===== src/rtl/mdio_mux_pkg.sv =====
// Package: shared register word addresses, field positions, command codes,
// engine state type and the latched transaction descriptor.
package mdio_mux_pkg;

    localparam logic [2:0] REG_CTRL  = 3'd0;
    localparam logic [2:0] REG_STAT  = 3'd1;
    localparam logic [2:0] REG_PARAM = 3'd2;
    localparam logic [2:0] REG_ADDR  = 3'd3;
    localparam logic [2:0] REG_RDATA = 3'd4;
    localparam logic [2:0] REG_RATE  = 3'd5;
    localparam logic [2:0] REG_SCAN  = 3'd6;

    localparam int PRM_PA_LSB  = 16;
    localparam int PRM_C45_BIT = 21;
    localparam int PRM_BUS_LSB = 22;
    localparam int PRM_INT_BIT = 25;
    localparam int ADR_DEV_LSB = 16;
    localparam int RATE_DVD_LSB = 16;
    localparam int SCAN_BLK_BIT = 28;

    localparam logic [31:0] CMD_WRITE = 32'd1;
    localparam logic [31:0] CMD_READ  = 32'd2;

    typedef enum logic [1:0] {
        ENG_IDLE = 2'd0,
        ENG_RUN  = 2'd1,
        ENG_DONE = 2'd2
    } eng_state_t;

    typedef struct packed {
        logic        c45;
        logic        rd;
        logic [4:0]  pa;
        logic [4:0]  dev;
        logic [15:0] regn;
        logic [15:0] wdata;
    } xfer_t;

endpackage


===== src/rtl/mdio_cfg_regs.sv =====
// Register file: holds parameter, address, rate and scan-control words,
// decodes command writes into start/clear pulses and forms read data.
// Assumes DIV_W <= 16. PARAM, ADDR and RATE are frozen while busy is high.
module mdio_cfg_regs
    import mdio_mux_pkg::*;
#(
    parameter int DIV_W        = 8,
    parameter int RST_DIVISOR  = 2,
    parameter int RST_DIVIDEND = 1
) (
    input  logic             clk,
    input  logic             rst_n,
    input  logic             wr,
    input  logic [2:0]       addr,
    input  logic [31:0]      wdata,
    input  logic             busy,
    input  logic             done,
    input  logic [15:0]      rd16,
    output logic [31:0]      rdata,
    output logic             start_req,
    output logic             clear_req,
    output xfer_t            xfer,
    output logic             bus_int,
    output logic [2:0]       bus_id,
    output logic [DIV_W-1:0] divisor,
    output logic [DIV_W-1:0] dividend,
    output logic             ext_block,
    output logic [31:0]      param_word
);
    localparam int PRM_W = PRM_INT_BIT + 1;
    localparam int ADR_W = ADR_DEV_LSB + 5;

    logic [PRM_W-1:0] prm_q;
    logic [ADR_W-1:0] adr_q;
    logic [DIV_W-1:0] div_q;
    logic [DIV_W-1:0] dvd_q;
    logic             scan_q;
    logic             ctrl_wr;

    assign ctrl_wr   = wr && (addr == REG_CTRL);
    assign start_req = ctrl_wr && ((wdata == CMD_WRITE) || (wdata == CMD_READ));
    assign clear_req = ctrl_wr && (wdata == 32'd0);

    // Register storage; configuration words locked while a frame runs.
    always_ff @(posedge clk) begin
        if (!rst_n) begin
            prm_q  <= '0;
            adr_q  <= '0;
            div_q  <= DIV_W'(RST_DIVISOR);
            dvd_q  <= DIV_W'(RST_DIVIDEND);
            scan_q <= 1'b0;
        end else if (wr) begin
            case (addr)
                REG_PARAM: if (!busy) prm_q <= wdata[PRM_W-1:0];
                REG_ADDR:  if (!busy) adr_q <= wdata[ADR_W-1:0];
                REG_RATE:  if (!busy) begin
                    div_q <= wdata[DIV_W-1:0];
                    dvd_q <= wdata[RATE_DVD_LSB +: DIV_W];
                end
                REG_SCAN:  scan_q <= wdata[SCAN_BLK_BIT];
                default: ;
            endcase
        end
    end

    // Transaction descriptor handed to the engine at start.
    always_comb begin
        xfer.c45   = prm_q[PRM_C45_BIT];
        xfer.rd    = (wdata == CMD_READ);
        xfer.pa    = prm_q[PRM_PA_LSB +: 5];
        xfer.wdata = prm_q[15:0];
        xfer.dev   = adr_q[ADR_DEV_LSB +: 5];
        xfer.regn  = adr_q[15:0];
    end

    assign bus_int    = prm_q[PRM_INT_BIT];
    assign bus_id     = prm_q[PRM_BUS_LSB +: 3];
    assign divisor    = div_q;
    assign dividend   = dvd_q;
    assign ext_block  = scan_q;
    assign param_word = {{(32-PRM_W){1'b0}}, prm_q};

    // Read-data multiplexer.
    always_comb begin
        rdata = '0;
        case (addr)
            REG_STAT:  rdata[0] = done;
            REG_PARAM: rdata = param_word;
            REG_ADDR:  rdata[ADR_W-1:0] = adr_q;
            REG_RDATA: rdata[15:0] = rd16;
            REG_RATE: begin
                rdata[DIV_W-1:0] = div_q;
                rdata[RATE_DVD_LSB +: DIV_W] = dvd_q;
            end
            REG_SCAN:  rdata[SCAN_BLK_BIT] = scan_q;
            default: ;
        endcase
    end
endmodule


===== src/rtl/mdio_rate_gen.sv =====
// Rate accumulator: adds the dividend each core cycle and emits a tick when
// the sum reaches the divisor (divisor 0 acts as 1). Cleared while not run.
module mdio_rate_gen #(
    parameter int DIV_W = 8
) (
    input  logic             clk,
    input  logic             rst_n,
    input  logic             run,
    input  logic [DIV_W-1:0] divisor,
    input  logic [DIV_W-1:0] dividend,
    output logic             tick
);
    localparam int ACC_W = DIV_W + 1;

    logic [ACC_W-1:0] acc_q;
    logic [ACC_W-1:0] div_eff;
    logic [ACC_W-1:0] sum;
    logic             fast;

    assign div_eff = (divisor == '0) ? ACC_W'(1) : {1'b0, divisor};
    assign sum     = acc_q + {1'b0, dividend};
    assign fast    = ({1'b0, dividend} >= div_eff);
    assign tick    = run && (sum >= div_eff);

    // Accumulator step, wrap on tick, clear when idle.
    always_ff @(posedge clk) begin
        if (!rst_n || !run)  acc_q <= '0;
        else if (tick)       acc_q <= fast ? '0 : (sum - div_eff);
        else                 acc_q <= sum;
    end
endmodule


===== src/rtl/mdio_frame_engine.sv =====
// Frame engine: serialises one (short format) or two (extended format)
// 64-bit management frames. MDC rises and falls on rate ticks; data changes
// after a falling edge and input is sampled on a rising edge. A clear
// request aborts a run or leaves the done state.
module mdio_frame_engine
    import mdio_mux_pkg::*;
(
    input  logic        clk,
    input  logic        rst_n,
    input  logic        tick,
    input  logic        start,
    input  logic        clear,
    input  xfer_t       xfer,
    input  logic        mdi,
    output logic        mdc,
    output logic        mdo,
    output logic        mdoe,
    output logic        busy,
    output logic        done,
    output logic [15:0] rd_data
);
    localparam logic [5:0] LAST_BIT   = 6'd63;
    localparam logic [5:0] TA_BIT     = 6'd46;
    localparam logic [5:0] DATA_BIT   = 6'd48;
    localparam logic [5:0] PREAMBLE_N = 6'd32;

    eng_state_t  st_q;
    xfer_t       x_q;
    logic [5:0]  cnt_q;
    logic        sec_q;
    logic        mdc_q;
    logic [15:0] sh_q;
    logic [15:0] rd_q;
    logic        rd_frame;
    logic [31:0] word;
    logic        bit_val;

    assign rd_frame = x_q.rd && (!x_q.c45 || sec_q);

    // Build the post-preamble 32-bit frame word for the current frame.
    always_comb begin
        if (!x_q.c45)
            word = {2'b01, (x_q.rd ? 2'b10 : 2'b01), x_q.pa, x_q.regn[4:0],
                    2'b10, x_q.wdata};
        else if (!sec_q)
            word = {4'b0000, x_q.pa, x_q.dev, 2'b10, x_q.regn};
        else
            word = {2'b00, (x_q.rd ? 2'b11 : 2'b01), x_q.pa, x_q.dev,
                    2'b10, x_q.wdata};
    end

    assign bit_val = (cnt_q < PREAMBLE_N) ? 1'b1 : word[~cnt_q[4:0]];
    assign mdo     = (st_q == ENG_RUN) && bit_val;
    assign mdoe    = (st_q == ENG_RUN) && !(rd_frame && (cnt_q >= TA_BIT));
    assign mdc     = mdc_q;
    assign busy    = (st_q == ENG_RUN);
    assign done    = (st_q == ENG_DONE);
    assign rd_data = rd_q;

    // Sequencer: start, MDC phases, bit counting, frame chaining, abort.
    always_ff @(posedge clk) begin
        if (!rst_n) begin
            st_q  <= ENG_IDLE;
            x_q   <= '0;
            cnt_q <= '0;
            sec_q <= 1'b0;
            mdc_q <= 1'b0;
            sh_q  <= '0;
            rd_q  <= '0;
        end else begin
            case (st_q)
                ENG_IDLE: if (start) begin
                    st_q  <= ENG_RUN;
                    x_q   <= xfer;
                    cnt_q <= '0;
                    sec_q <= 1'b0;
                    mdc_q <= 1'b0;
                    sh_q  <= '0;
                end
                ENG_RUN: begin
                    if (clear) begin
                        st_q  <= ENG_IDLE;
                        mdc_q <= 1'b0;
                    end else if (tick) begin
                        if (!mdc_q) begin
                            mdc_q <= 1'b1;
                            if (rd_frame && (cnt_q >= DATA_BIT))
                                sh_q <= {sh_q[14:0], mdi};
                        end else begin
                            mdc_q <= 1'b0;
                            if (cnt_q == LAST_BIT) begin
                                cnt_q <= '0;
                                if (x_q.c45 && !sec_q) begin
                                    sec_q <= 1'b1;
                                end else begin
                                    st_q <= ENG_DONE;
                                    if (x_q.rd) rd_q <= sh_q;
                                end
                            end else begin
                                cnt_q <= cnt_q + 6'd1;
                            end
                        end
                    end
                end
                ENG_DONE: if (clear) st_q <= ENG_IDLE;
                default: st_q <= ENG_IDLE;
            endcase
        end
    end
endmodule


===== src/rtl/mdio_bus_mux.sv =====
// Child-bus selector: steers MDC/MDIO to one bus chosen by group bit and bus
// number; all other buses hold MDC low with MDIO released. The returned
// input idles high when no bus matches. Assumes INT_N and EXT_N <= 8.
module mdio_bus_mux #(
    parameter int INT_N = 4,
    parameter int EXT_N = 4,
    localparam int NB   = INT_N + EXT_N
) (
    input  logic          bus_int,
    input  logic [2:0]    bus_id,
    input  logic          mdc,
    input  logic          mdo,
    input  logic          mdoe,
    input  logic [NB-1:0] mdio_in,
    output logic [NB-1:0] mdc_o,
    output logic [NB-1:0] mdio_out,
    output logic [NB-1:0] mdio_oe,
    output logic          mdi
);
    logic [NB-1:0] hit;

    for (genvar b = 0; b < NB; b++) begin : g_bus
        localparam bit IS_INT = (b < INT_N);
        localparam int IDX    = IS_INT ? b : b - INT_N;
        assign hit[b]      = (bus_int == IS_INT) && (bus_id == 3'(IDX));
        assign mdc_o[b]    = hit[b] && mdc;
        assign mdio_out[b] = hit[b] && mdo;
        assign mdio_oe[b]  = hit[b] && mdoe;
    end

    // Return path from the selected bus only.
    always_comb begin
        mdi = 1'b1;
        for (int b = 0; b < NB; b++)
            if (hit[b]) mdi = mdio_in[b];
    end
endmodule


===== src/rtl/mdio_mux_master.sv =====
// Top: register-mapped MDIO master with child-bus selection. Connects the
// register file, rate accumulator, frame engine and bus selector.
module mdio_mux_master
    import mdio_mux_pkg::*;
#(
    parameter int INT_BUSES    = 4,
    parameter int EXT_BUSES    = 4,
    parameter int DIV_W        = 8,
    parameter int RST_DIVISOR  = 2,
    parameter int RST_DIVIDEND = 1,
    localparam int NB          = INT_BUSES + EXT_BUSES
) (
    input  logic          clk,
    input  logic          rst_n,
    input  logic          reg_wr,
    input  logic [2:0]    reg_addr,
    input  logic [31:0]   reg_wdata,
    output logic [31:0]   reg_rdata,
    output logic [NB-1:0] mdc_o,
    output logic [NB-1:0] mdio_out,
    output logic [NB-1:0] mdio_oe,
    input  logic [NB-1:0] mdio_in,
    output logic          ext_mgmt_block
);
    logic             eng_busy;
    logic             eng_done;
    logic [15:0]      eng_rd;
    logic             start_req;
    logic             clear_req;
    xfer_t            xfer;
    logic             bus_int;
    logic [2:0]       bus_id;
    logic [DIV_W-1:0] divisor;
    logic [DIV_W-1:0] dividend;
    logic [31:0]      param_word;
    logic             tick;
    logic             e_mdc;
    logic             e_mdo;
    logic             e_mdoe;
    logic             e_mdi;

    mdio_cfg_regs #(
        .DIV_W(DIV_W), .RST_DIVISOR(RST_DIVISOR), .RST_DIVIDEND(RST_DIVIDEND)
    ) u_regs (
        .clk(clk), .rst_n(rst_n), .wr(reg_wr), .addr(reg_addr),
        .wdata(reg_wdata), .busy(eng_busy), .done(eng_done), .rd16(eng_rd),
        .rdata(reg_rdata), .start_req(start_req), .clear_req(clear_req),
        .xfer(xfer), .bus_int(bus_int), .bus_id(bus_id), .divisor(divisor),
        .dividend(dividend), .ext_block(ext_mgmt_block),
        .param_word(param_word)
    );

    mdio_rate_gen #(.DIV_W(DIV_W)) u_rate (
        .clk(clk), .rst_n(rst_n), .run(eng_busy), .divisor(divisor),
        .dividend(dividend), .tick(tick)
    );

    mdio_frame_engine u_eng (
        .clk(clk), .rst_n(rst_n), .tick(tick), .start(start_req),
        .clear(clear_req), .xfer(xfer), .mdi(e_mdi), .mdc(e_mdc),
        .mdo(e_mdo), .mdoe(e_mdoe), .busy(eng_busy), .done(eng_done),
        .rd_data(eng_rd)
    );

    mdio_bus_mux #(.INT_N(INT_BUSES), .EXT_N(EXT_BUSES)) u_mux (
        .bus_int(bus_int), .bus_id(bus_id), .mdc(e_mdc), .mdo(e_mdo),
        .mdoe(e_mdoe), .mdio_in(mdio_in), .mdc_o(mdc_o),
        .mdio_out(mdio_out), .mdio_oe(mdio_oe), .mdi(e_mdi)
    );
endmodule


===== config.mk =====
export PLATFORM = sky130hd
export DESIGN_NAME = mdio_mux_master
export DESIGN_NICKNAME = d
export VERILOG_FILES = /design/src/rtl/mdio_mux_pkg.sv /design/src/rtl/mdio_cfg_regs.sv /design/src/rtl/mdio_rate_gen.sv /design/src/rtl/mdio_frame_engine.sv /design/src/rtl/mdio_bus_mux.sv /design/src/rtl/mdio_mux_master.sv
export SDC_FILE = /design/constraint.sdc
export NUM_CORES = 1
export LEC_CHECK = 0
export BUFFER_PORTS_ARGS = -buffer_cell sky130_fd_sc_hd__buf_2
export CAP_MARGIN = 30
export CORE_UTILIZATION = 40
export CTS_CLUSTER_SIZE = 10
export DETAILED_ROUTE_END_ITERATION = 8
export PLACE_DENSITY = 0.67
export SYNTH_ARGS = -nofsm -noshare
export SYNTH_HDL_FRONTEND = slang
export SYNTH_HIERARCHICAL = 1
export SYNTH_SLANG_ARGS = --single-unit
export TNS_END_PERCENT = 100

===== constraint.sdc =====
create_clock -name clk -period 5.4 [get_ports clk]
set_clock_uncertainty 0.2 [all_clocks]
set_input_delay 0.54 -clock clk [delete_from_list [all_inputs] [get_ports clk]]
set_output_delay 0.54 -clock clk [all_outputs]
set_load 0.02 [all_outputs]

Word-level counts from Yosys, hierarchy flattened
Cells that the tools add are included.
- divide/modulo/power cells: 0
- bitwise operators: 5
- reduce and logical (&&, ||, !) cells: 67
- add/subtract/negate cells: 3
- magnitude comparators: 6
- $mul: 0
- shift operators: 0
- mux-type cells: 56
- eq/ne operators: 27
- operators with widths (cell ; count):
    16-bit 2-to-1 mux ; 5
    1-bit logical AND ; 42
    32-bit by 1-bit equality test with 1-bit output, second input constant ; 1
    32-bit by 2-bit equality test with 1-bit output, second input constant ; 1
    32-bit zero test ; 1
    32-bit 2-to-1 mux ; 1
    16-bit case mux with 2 select lines ; 1
    30-bit 2-to-1 mux ; 1
    6-bit 2-to-1 mux ; 5
    7-bit case mux with 4 select lines ; 1
    8-bit case mux with 3 select lines ; 1
    1-bit 2-to-1 mux ; 20
    2-bit 2-to-1 mux ; 10
    9-bit 2-to-1 mux ; 2
    5-bit case mux with 3 select lines ; 1
    7-bit AND reduction ; 2
    3-bit by 2-bit equality test with 1-bit output, second input constant ; 4
    6-bit >= comparator, second input constant ; 2
    6-bit case mux with 2 select lines ; 1
    3-bit AND reduction ; 4
    6-bit AND reduction ; 2
    2-bit != test, second input constant ; 5
    9-bit by 8-bit adder with 9-bit output ; 1
    3-bit equality test, second input constant ; 3
    other kinds (29) ; 47
- bits in writable memories: 0
- ROM bits: 0
- bits in latches: 0
- memories kept: 0
- output and inout bits: 57
- register bits after elaboration: 159

Longest topological paths before layout
Gate-level depths: netlist of the first run.
- depth after elaboration: 15
- depth in mapped cells: 20

Modules after synthesis
The synthesis of the first run kept the hierarchy.
- by module, submodules not included (module ; times used ; area each (µm²) ; seq. area each (µm²) ; cells each):
    mdio_frame_engine ; 1 ; 4068.9 ; 1721.7 ; 451
    mdio_cfg_regs ; 1 ; 3469.6 ; 1281.2 ; 432
    mdio_rate_gen ; 1 ; 1411.4 ; 180.2 ; 165
    mdio_bus_mux ; 1 ; 259.0 ; 0.0 ; 46

Worst setup path after synthesis of the first run
OpenSTA, ideal clock, no wires.
- path type: register to register
- start point: reg u_regs.dvd_q[0] (netlist: u_regs/dividend[0])
- end point: reg u_eng.sh_q[10]
- clock period less this slack: 4201 ps
- path slack: 1199 ps
- arrival time: 3885 ps
- required time: 5084 ps
- library setup time: 116 ps
- stages on the path, launching flop included: 20
- cells stage by stage: dfxtp_1 > ha_1 > fa_1 > a21oi_1 > nand4b_1 > nand3b_1 > xor2_1 > ha_1 > and2_1 > o221ai_4 > o211ai_4 > a311oi_4 > nand2b_1 > buf_6 > inv_1 > and3b_1 > a31oi_4 > buf_8 > mux2i_1 > nor2b_1
- cells in the longest elaborated chain, start to end: 5
- ends and longest elaborated chain (element ; line ; text):
    start, declared ; mdio_cfg_regs.sv:36 ; logic [DIV_W-1:0] dvd_q;
    start signal, assigned ; mdio_cfg_regs.sv:50 ; dvd_q <= DIV_W'(RST_DIVIDEND);
    start signal, assigned ; mdio_cfg_regs.sv:58 ; dvd_q <= wdata[RATE_DVD_LSB +: DIV_W];
    9-bit by 8-bit adder with 9-bit output ; mdio_rate_gen.sv:21 ; assign sum = acc_q + {1'b0, dividend};
    9-bit >= comparator ; mdio_rate_gen.sv:23 ; assign tick = run && (sum >= div_eff);
    1-bit logical AND ; mdio_rate_gen.sv:23 ;
    net tick ; mdio_mux_master.sv:36 ; logic tick;
    2-bit != test (no line) ; - ;
    6-bit AND reduction (no line) ; - ;
    end signal, assigned ; mdio_frame_engine.sv:88 ; sh_q <= {sh_q[14:0], mdi};
    end, declared ; mdio_frame_engine.sv:32 ; logic [15:0] sh_q;
The timed path passes the listed nets, and every way through them passes these cells.
A chain may end at the register's enable or synchronous reset.

Final worst setup path of the first run
- start point: reg u_regs.dvd_q[0] (netlist: u_regs/dividend[0])
- end point: reg u_eng.sh_q[5]
Same word-level chain as after synthesis.

==> results of run 1 <==
cell usage in the layout, fill, tap and decap left out, types with 4 or more instances in the layout:
master,count
a2111oi_0,4
a211oi_1,8
a21boi_0,47
a21o_1,8
a21oi_1,80
and2_1,26
and3_1,4
and3b_1,13
buf_2,97
buf_4,10
clkbuf_16,17
clkinvlp_4,4
conb_1,5
dfxtp_1,159
ha_1,25
inv_1,23
mux2i_1,70
mux4_2,4
nand2_1,127
nand2b_1,13
nand3_1,69
nand4_1,6
nor2_1,35
nor2b_1,46
nor4_1,10
o21ai_0,74
o21bai_1,4
o22ai_1,8
o2bb2ai_1,8
or3_1,4
xnor2_1,14
xor2_1,7
through the flow:
step / std cells / area, um^2 / util, % / total power, mW / hold slack [ns]
3_3_place_gp: 1368 / 9440 / 42.7 / 1.41 / 0.249
4_1_cts: 1404 / 10100 / 45.7 / 2.59 / 0.165
2_1_floorplan: 1088 / 9150 / - / 1.35 / 0.239
5_1_grt: 1406 / 10100 / 45.8 / 2.66 / 0.177
3_5_place_dp: 1372 / 9520 / 43.1 / 1.42 / 0.258
6_report: 1406 / 10100 / 45.8 / 2.57 / 0.172
how the worst max path moves through the flow:
stage | cells after the start | to
after floorplan | 19 | u_eng/sh_q[10]
after global placement | 18 | u_eng/sh_q[13]
after detailed placement | 18 | u_eng/sh_q[5]
after CTS | 18 | u_eng/sh_q[5]
after global routing | 18 | u_eng/sh_q[5]
final | 18 | u_eng/sh_q[5]
where the power goes:
group | leakage [nW] | internal [mW] | switching [mW]
logic | 2.50 | 0.0754 | 0.124
clock network | 0.275 | 0.667 | 0.513
registers | 1.28 | 1.18 | 0.0108
total | 4.06 | 1.93 | 0.648
layout make-up:
cell class	instances	area [um^2]	share of cell area [%]
multi-input cells	797	5250	52.0
flip-flops and latches	159	3180	31.5
repair buffers	111	643	6.36
clock buffers	19	453	4.48
well taps	280	350	3.46
clock inverters	13	129	1.27
inverters	25	93.8	0.928
diodes	2	5.00	0.0495
worst min-delay path: stages:
cell and delay, ns:
buf_2 0.09, mux2i_1 0.06, nor2_1 0.07
sequential cells by signal, summed over array words and instances (netlist names):
register          cells
u_regs/prm_q         26
u_eng/rd_data        16
u_eng/x_q            44
u_rate/acc_q          9
u_regs/dividend       8
u_regs/adr_q         21
u_eng/sh_q           16
u_eng/cnt_q           6
u_eng/sec_q           1
u_eng/mdc             1
u_regs/ext_block      1
u_eng/st_q            2
u_regs/divisor        8
metal layers:
metal  wire [um]  track usage (%)  vias to the layer above  share of wire, %
met5           8                0                        -             0.031
met1       11500             28.9                     3806                45
met3        1640             5.22                       37               6.4
met2       11800             35.0                      280                46
li1            -                -                     3860                 -
met4         590             7.84                        2               2.3
==> results.json, run 1 <==
{
  "status": "finished with violations",
  "violations": "design-rule violations",
  "crit_start": "u_regs/dividend[0]",
  "crit_required_ns": 5.52,
  "path_cells": "ha_1 -> fa_1 -> a21oi_1 -> nand4b_1 -> nand3b_1 -> xor2_1 -> ha_1 -> and2_1 -> o221ai_4 -> o211ai_4 -> a311oi_4 -> nand2b_1 -> inv_1 -> and3b_1 -> a31oi_4 -> buf_4 -> mux2i_1 -> nor2b_1",
  "antenna_found_initial": 3,
  "firstDrtPassIters": 7,
  "max-vdd-ir-drop_mv": 0.212,
  "ctsResizeCount": 0,
  "leakagePower_nw": 4.06,
  "critical_path.startpoint_type": "flop",
  "cts_setup_buffers": 0,
  "tightestPinTransition_ns": 0.940,
  "gr-total-overflow": 0,
  "fmax_ghz": 0.210,
  "r2r_cells": 18,
  "clkLatencyLatePin_ns": 0.43,
  "grt_pass1_vias": 7465,
  "die_area_mm2": 0.0234,
  "whs_path_depth": 3,
  "final_nets": 1184,
  "worstReg2RegStart": "u_regs/dividend[0]",
  "path_max_fanout": 16,
  "slowest_stage": "fa_1",
  "worst-path-buf-inv": 2,
  "area_growth_syn_to_layout_pct": 10.7,
  "route.detailed.drc": 1,
  "hold_buffers": 0,
  "cap_violations": 0,
  "grt_max_degree": 86,
  "synthesis.area_per_instance_um2": 8.43,
  "numCtsBuffers": 17,
  "rr_endpoint": "u_eng/sh_q[5]",
  "clk_pin_slew_ns": 0.06,
  "setup_tns_ns": 0,
  "yosys_warnings": 6,
  "antenna_left": 0,
  "io_buffers": 97,
  "rsz0062_at_grt": "false",
  "crit_family": "simple AND/OR/NAND/NOR gates",
  "fp-row-count": 54,
  "clock_path_buffers": 2,
  "min_period_over_period_pct": 88.3,
  "drt_iter0_markers": 664,
  "fp.dieH_um": 153,
  "min_period_ns": 4.77,
  "syn_inst": 1084,
  "grt_pass1_wl_um": 40800,
  "netlist_area_mm2": 0.00913,
  "ioPinCount": 103,
  "powerDensity_mw_per_mm2": 255,
  "finalSetupViolCount": 0,
  "crit_top_cell": "ha_1",
  "drive_above_1_share_pct": 15.6,
  "via_count": 7985,
  "via_per_inst": 5.68,
  "slew-limit-headroom_pct": 37.0,
  "place_ws_ns": 0.718,
  "cp.arrival_ns": 4.89,
  "start_util_pct": 41.3,
  "nFillCells": 2113,
  "setup_ws_ns": 0.634,
  "dp_hpwl_um": 18000,
  "maxSlewViolCount": 0,
  "place.gp.congestion": 0.884,
  "critPathCaptureType": "flop",
  "wirelength_um": 25600,
  "die_width_um": 153,
  "rrSetupSlack_ns": 0.63,
  "wl_per_cell_um": 18.2,
  "cts_tree": "yes",
  "grt_usage_pct": 22.0,
  "min_to": "u_regs/ext_block",
  "hold_path_class": "input pin to flop",
  "hold_viol": 0,
  "hp-start": "reg_wdata[28]",
  "cts_sinks": 159,
  "critPathKind": "flop to flop",
  "clockRootBuffer": "clkbuf_16",
  "h-tree-depth": 4,
  "core-area_mm2": 0.0221,
  "cpPeakStageDelay_ns": 0.42
}
Note: power is estimated with default switching activity, not from simulation.
==> inputs of run 2 (changes only) <==
==> constraint.sdc (replaced) <==
create_clock -name clk -period 4.94 [get_ports clk]
set_clock_uncertainty 0.2 [all_clocks]
set_input_delay 0.494 -clock clk [delete_from_list [all_inputs] [get_ports clk]]
set_output_delay 0.494 -clock clk [all_outputs]
set_load 0.02 [all_outputs]
==> run 2 against run 1 <==
  * The flow still finishes with violations (design-rule violations)
  * First-iteration DRC count increased by 8.4%
  * Utilization increased by 0.14 points
  * Clock power increased by 16%
  * Maximum frequency increased by 5.3%
  * Design area increased by 0.31%
==> results.json, run 2 (synthesis gave the netlist of run 1 again) <==
{
  "die_width_um": 153,
  "dpl_cell_area_mm2": 0.00952,
  "route.detailed.drc": 1,
  "diodes": 0,
  "crit_start": "u_regs/dividend[0]",
  "die_area_mm2": 0.0234,
  "top_regs": "u_eng/x_q (44), u_regs/prm_q (26), u_regs/adr_q (21)",
  "place.gp.congestion": 0.931,
  "critPathKind": "flop to flop",
  "place_ws_ns": 0.494,
  "dp_hpwl_um": 17800,
  "leakagePower_nw": 4.09,
  "layout_common_cells": "dfxtp_1 (159), nand2_1 (127), buf_2 (97), a21oi_1 (80), o21ai_0 (74)",
  "grt_max_degree": 53,
  "cts_sinks": 159,
  "crit_required_ns": 5.06,
  "area_growth_syn_to_layout_pct": 11.0,
  "clk_pin_slew_ns": 0.06,
  "slew-limit-headroom_pct": 35.0,
  "finish.instance_area_mm2": 0.0101,
  "maxSlewViolCount": 0,
  "top_register": "u_eng/x_q",
  "worstReg2RegStart": "u_regs/dividend[0]",
  "numCtsBuffers": 17,
  "min_period_ns": 4.53,
  "holdWs_ns": 0.129,
  "powerDensity_mw_per_mm2": 285,
  "setup_tns_ns": 0,
  "io_buffers": 97,
  "largest_reg_flops": 44,
  "max-vdd-ir-drop_mv": 0.212,
  "h-tree-depth": 4,
  "wl_per_cell_um": 18.0,
  "nFillCells": 2162,
  "hold_buffers": 0,
  "hold_path_class": "input pin to flop",
  "hp-start": "reg_wdata[28]",
  "critical_path.startpoint_type": "flop",
  "via_count": 7983,
  "grt_pass1_vias": 7463,
  "status": "finished with violations",
  "core-area_mm2": 0.0221,
  "final_common_cell": "dfxtp_1",
  "clock_path_buffers": 2,
  "cts_tree": "yes",
  "final_nets": 1187,
  "path_max_fanout": 16,
  "fmax_ghz": 0.221,
  "antenna_left": 0,
  "gr-total-overflow": 0,
  "via_per_inst": 5.67,
  "clockRootBuffer": "clkbuf_16",
  "grt_usage_pct": 21.7,
  "start_util_pct": 41.3,
  "min_period_over_period_pct": 91.7,
  "setup_ws_ns": 0.412,
  "ctsResizeCount": 0,
  "grt_pass1_wl_um": 40400,
  "drive_above_1_share_pct": 15.8,
  "rsz0062_at_grt": "false",
  "fp.dieH_um": 153,
  "wirelength_um": 25300,
  "antenna_found_initial": 2,
  "fp-row-count": 54,
  "tightestPinTransition_ns": 0.974,
  "cts_setup_buffers": 0,
  "cp.arrival_ns": 4.64,
  "drt_iter0_markers": 720,
  "clkLatencyLatePin_ns": 0.43,
  "firstDrtPassIters": 7,
  "finalSetupViolCount": 0,
  "hold_viol": 0,
  "ioPinCount": 103,
  "cap_violations": 0,
  "critPathCaptureType": "flop",
  "violations": "design-rule violations"
}
==> run 2: cell count changes in the layout (fill, tap and decap cells not counted), sizes merged <==
cell      previous run  this run
clkbuf              19        18
diode                2         0
inv                 28        27
buf                111       114
clkinvlp             4         3
clkinv               5         6
bufinv               1         3
==> run 2: worst paths after layout <==
kind,end,slack (ns),cells after the start
worst max-delay path,u_eng/sh_q[9],0.41,18
worst min-delay path,u_regs/ext_block,0.13,3
worst max register to register,u_eng/sh_q[9],0.41,18
worst min register to register,u_eng/x_q[22],0.27,2
==> run 2: per-stage QoR <==
| stage | total power [mW] | instances | util (%) |
|---|---|---|---|
| floorplan | 1.48 | 1088 | - |
| finish | 2.89 | 1407 | 45.9 |
| global route | 2.99 | 1407 | 45.9 |
| detailed placement | 1.54 | 1375 | 43.1 |
| global placement | 1.54 | 1372 | 42.9 |
| CTS | 2.91 | 1407 | 45.9 |
==> run 2: report_power, final <==
group	total (mW)	switching [mW]	internal, mW
Combinational	0.216	0.135	0.0806
Clock	1.37	0.558	0.817
Sequential	1.30	0.0121	1.29
Total	2.89	0.705	2.19
==> run 2: layout make-up <==
| class | instances | area, um^2 | share of cell area (%) |
|---|---|---|---|
| clock buffers | 18 | 439 | 4.33 |
| clock inverters | 14 | 181 | 1.79 |
| inverters | 25 | 93.8 | 0.925 |
| multi-input cells | 797 | 5250 | 51.8 |
| flip-flops and latches | 159 | 3180 | 31.4 |
| well taps | 280 | 350 | 3.45 |
| repair buffers | 114 | 641 | 6.32 |
==> run 2: metal layers <==
metal | vias up | track usage (%) | routed length (um)
met3 | 56 | 4.85 | 1550
met4 | 4 | 8.03 | 634
li1 | 3862 | - | -
met5 | - | 0 | 21
met1 | 3792 | 28.7 | 11500
met2 | 269 | 34.4 | 11600
==> run 2: critical path: stages, from the launching register on <==
cell and delay, ns:
dfxtp_1 0.34, ha_1 0.26, fa_1 0.43, a21oi_1 0.15, nand4b_1 0.19, nand3b_1 0.12
xor2_1 0.17, ha_1 0.38, and2_1 0.22, o221ai_4 0.08, o211ai_4 0.13, a311oi_4 0.44
nand2b_1 0.19, inv_1 0.14, and3b_1 0.22, a31oi_4 0.15, buf_4 0.30, mux2i_1 0.24
nor2b_1 0.06
==> inputs of run 3 (changes only) <==
--- a/config.mk
+++ b/config.mk
@@ -10,6 +10,7 @@
 export CORE_UTILIZATION = 40
 export CTS_CLUSTER_SIZE = 10
 export DETAILED_ROUTE_END_ITERATION = 8
+export MAX_ROUTING_LAYER = met4
 export PLACE_DENSITY = 0.67
 export SYNTH_ARGS = -nofsm -noshare
 export SYNTH_HDL_FRONTEND = slang
==> run 3 against run 2 <==
  * The run still ends with design-rule violations left
  * Maximum frequency hardly changed
  * Global-route usage rose by 0.65 points
  * First-iteration DRC count grew 1.3%
  * Critical path type unchanged
  * Largest power group is now sequential cells
==> results.json, run 3 (synthesis gave the netlist of run 1 again) <==
{
  "status": "finished with violations",
  "violations": "design-rule violations",
  "largest_reg_flops": 44,
  "numPlacedInstances": 1375,
  "fin_util_pct": 45.5,
  "die_width_um": 153,
  "route.detailed.drc": 1,
  "holdWs_ns": 0.114,
  "cts_sinks": 159,
  "setup_tns_ns": 0,
  "fp.dieH_um": 153,
  "wirelength_um": 25100,
  "clk_pin_slew_ns": 0.06,
  "antenna_found_initial": 2,
  "cap_violations": 0,
  "slew-limit-headroom_pct": 41.0,
  "finalNonFillerCells": 1409,
  "cts_tree": "yes",
  "wl_per_cell_um": 17.8,
  "p_comb_share_pct": 7.9,
  "final_common_cell": "dfxtp_1",
  "layout_common_cells": "dfxtp_1 (159), nand2_1 (127), buf_2 (97), a21oi_1 (80), o21ai_0 (74)",
  "finalSetupViolCount": 0,
  "numCtsBuffers": 17,
  "powerDensity_mw_per_mm2": 272,
  "die_area_mm2": 0.0234,
  "power_frac_seq_pct": 47.8,
  "cp.arrival_ns": 4.65,
  "rsz0062_at_grt": "false",
  "clkPwrFrac_pct": 44.4,
  "antenna_left": 0,
  "p_switching_mw": 0.709,
  "fp-row-count": 54,
  "grt_usage_pct": 22.3,
  "place.gp.congestion": 0.925,
  "top_regs": "u_eng/x_q (44), u_regs/prm_q (26), u_regs/adr_q (21)",
  "clock_path_buffers": 2,
  "hold_buffers": 0,
  "nFillCells": 2126,
  "drive_above_1_share_pct": 15.6,
  "cts_setup_buffers": 0,
  "area_growth_syn_to_layout_pct": 10.2,
  "dp_hpwl_um": 17900,
  "fmax_ghz": 0.221,
  "critical_path.startpoint_type": "flop",
  "gr-total-overflow": 0,
  "ctsResizeCount": 0,
  "multiInputGateArea_mm2": 0.00525,
  "grt_max_degree": 83,
  "max-vdd-ir-drop_mv": 0.260,
  "tightestPinTransition_ns": 0.885,
  "min_period_over_period_pct": 91.7,
  "via_per_inst": 5.62,
  "top_register": "u_eng/x_q",
  "leakagePower_nw": 4.06,
  "min_period_ns": 4.53,
  "switching_share_pct": 26.0,
  "internal_power_mw": 2.02,
  "io_buffers": 97,
  "h-tree-depth": 4,
  "path_max_fanout": 16,
  "via_count": 7917,
  "hold_path_class": "input pin to flop",
  "seq_area_mm2": 0.00318,
  "ioPinCount": 103,
  "clkLatencyLatePin_ns": 0.44,
  "crit_required_ns": 5.07,
  "start_util_pct": 41.3,
  "hold_viol": 0,
  "critPathKind": "flop to flop",
  "grt_pass1_wl_um": 40300,
  "clockRootBuffer": "clkbuf_16",
  "grt_pass1_vias": 7407,
  "critPathCaptureType": "flop",
  "drt_iter0_markers": 729,
  "final_nets": 1187,
  "core-area_mm2": 0.0221,
  "firstDrtPassIters": 8,
  "maxSlewViolCount": 0
}
## run 3: layout make-up
type / count / share of cell area [%]
tap: 280 / 3.48
timing repair buffer: 114 / 6.37
sequential: 159 / 31.6
clock buffer: 18 / 4.26
inverter: 25 / 0.932
multi-input combinational: 797 / 52.2
clock inverter: 14 / 1.08
antenna: 2 / 0.0497
## run 3: power by group through the flow
stage / Clock (mW) / Sequential [mW] / Combinational [mW]
floorplan: 0 / 1.33 / 0.151
global placement: 0 / 1.33 / 0.207
detailed placement: 0 / 1.33 / 0.211
CTS: 1.22 / 1.30 / 0.212
global route: 1.28 / 1.31 / 0.233
finish: 1.21 / 1.30 / 0.215
## run 3: critical path, cell delays in order (launching register included)
cell,delay (ns)
dfxtp_1,0.34
ha_1,0.26
fa_1,0.43
a21oi_1,0.16
nand4b_1,0.19
nand3b_1,0.11
xor2_1,0.21
ha_1,0.34
and2_1,0.23
o221ai_4,0.08
o211ai_4,0.12
a311oi_4,0.45
nand2b_1,0.19
inv_1,0.12
and3b_1,0.21
a31oi_4,0.15
buf_4,0.30
mux2i_1,0.24
nor2b_1,0.07
## run 3: stage by stage
stage               total power [mW]  worst slack [ns]  area (um^2)
global placement                1.54             0.611         9470
global route                    2.82            0.0205        10100
detailed placement              1.55             0.451         9520
floorplan                       1.48             0.739         9150
finish                          2.73             0.412        10100
CTS                             2.74             0.399        10100
## run 3: per-layer routing
metal	GRT usage, %	routed length [um]	up-vias
met3	4.45	1650	48
met1	29.3	11100	3730
met5	-	0	-
met4	8.90	508	0
li1	-	-	3866
met2	33.7	11900	273
## run 3: path summary, 6_finish.rpt
kind	startpoint	slack, ns	to	cells after the start
max	u_regs/dividend[0]	0.41	u_eng/sh_q[0]	18
min	reg_wdata[28]	0.11	u_regs/ext_block	3
max reg2reg	u_regs/dividend[0]	0.41	u_eng/sh_q[0]	18
min reg2reg	u_eng/x_q[41]	0.26	u_eng/x_q[41]	2
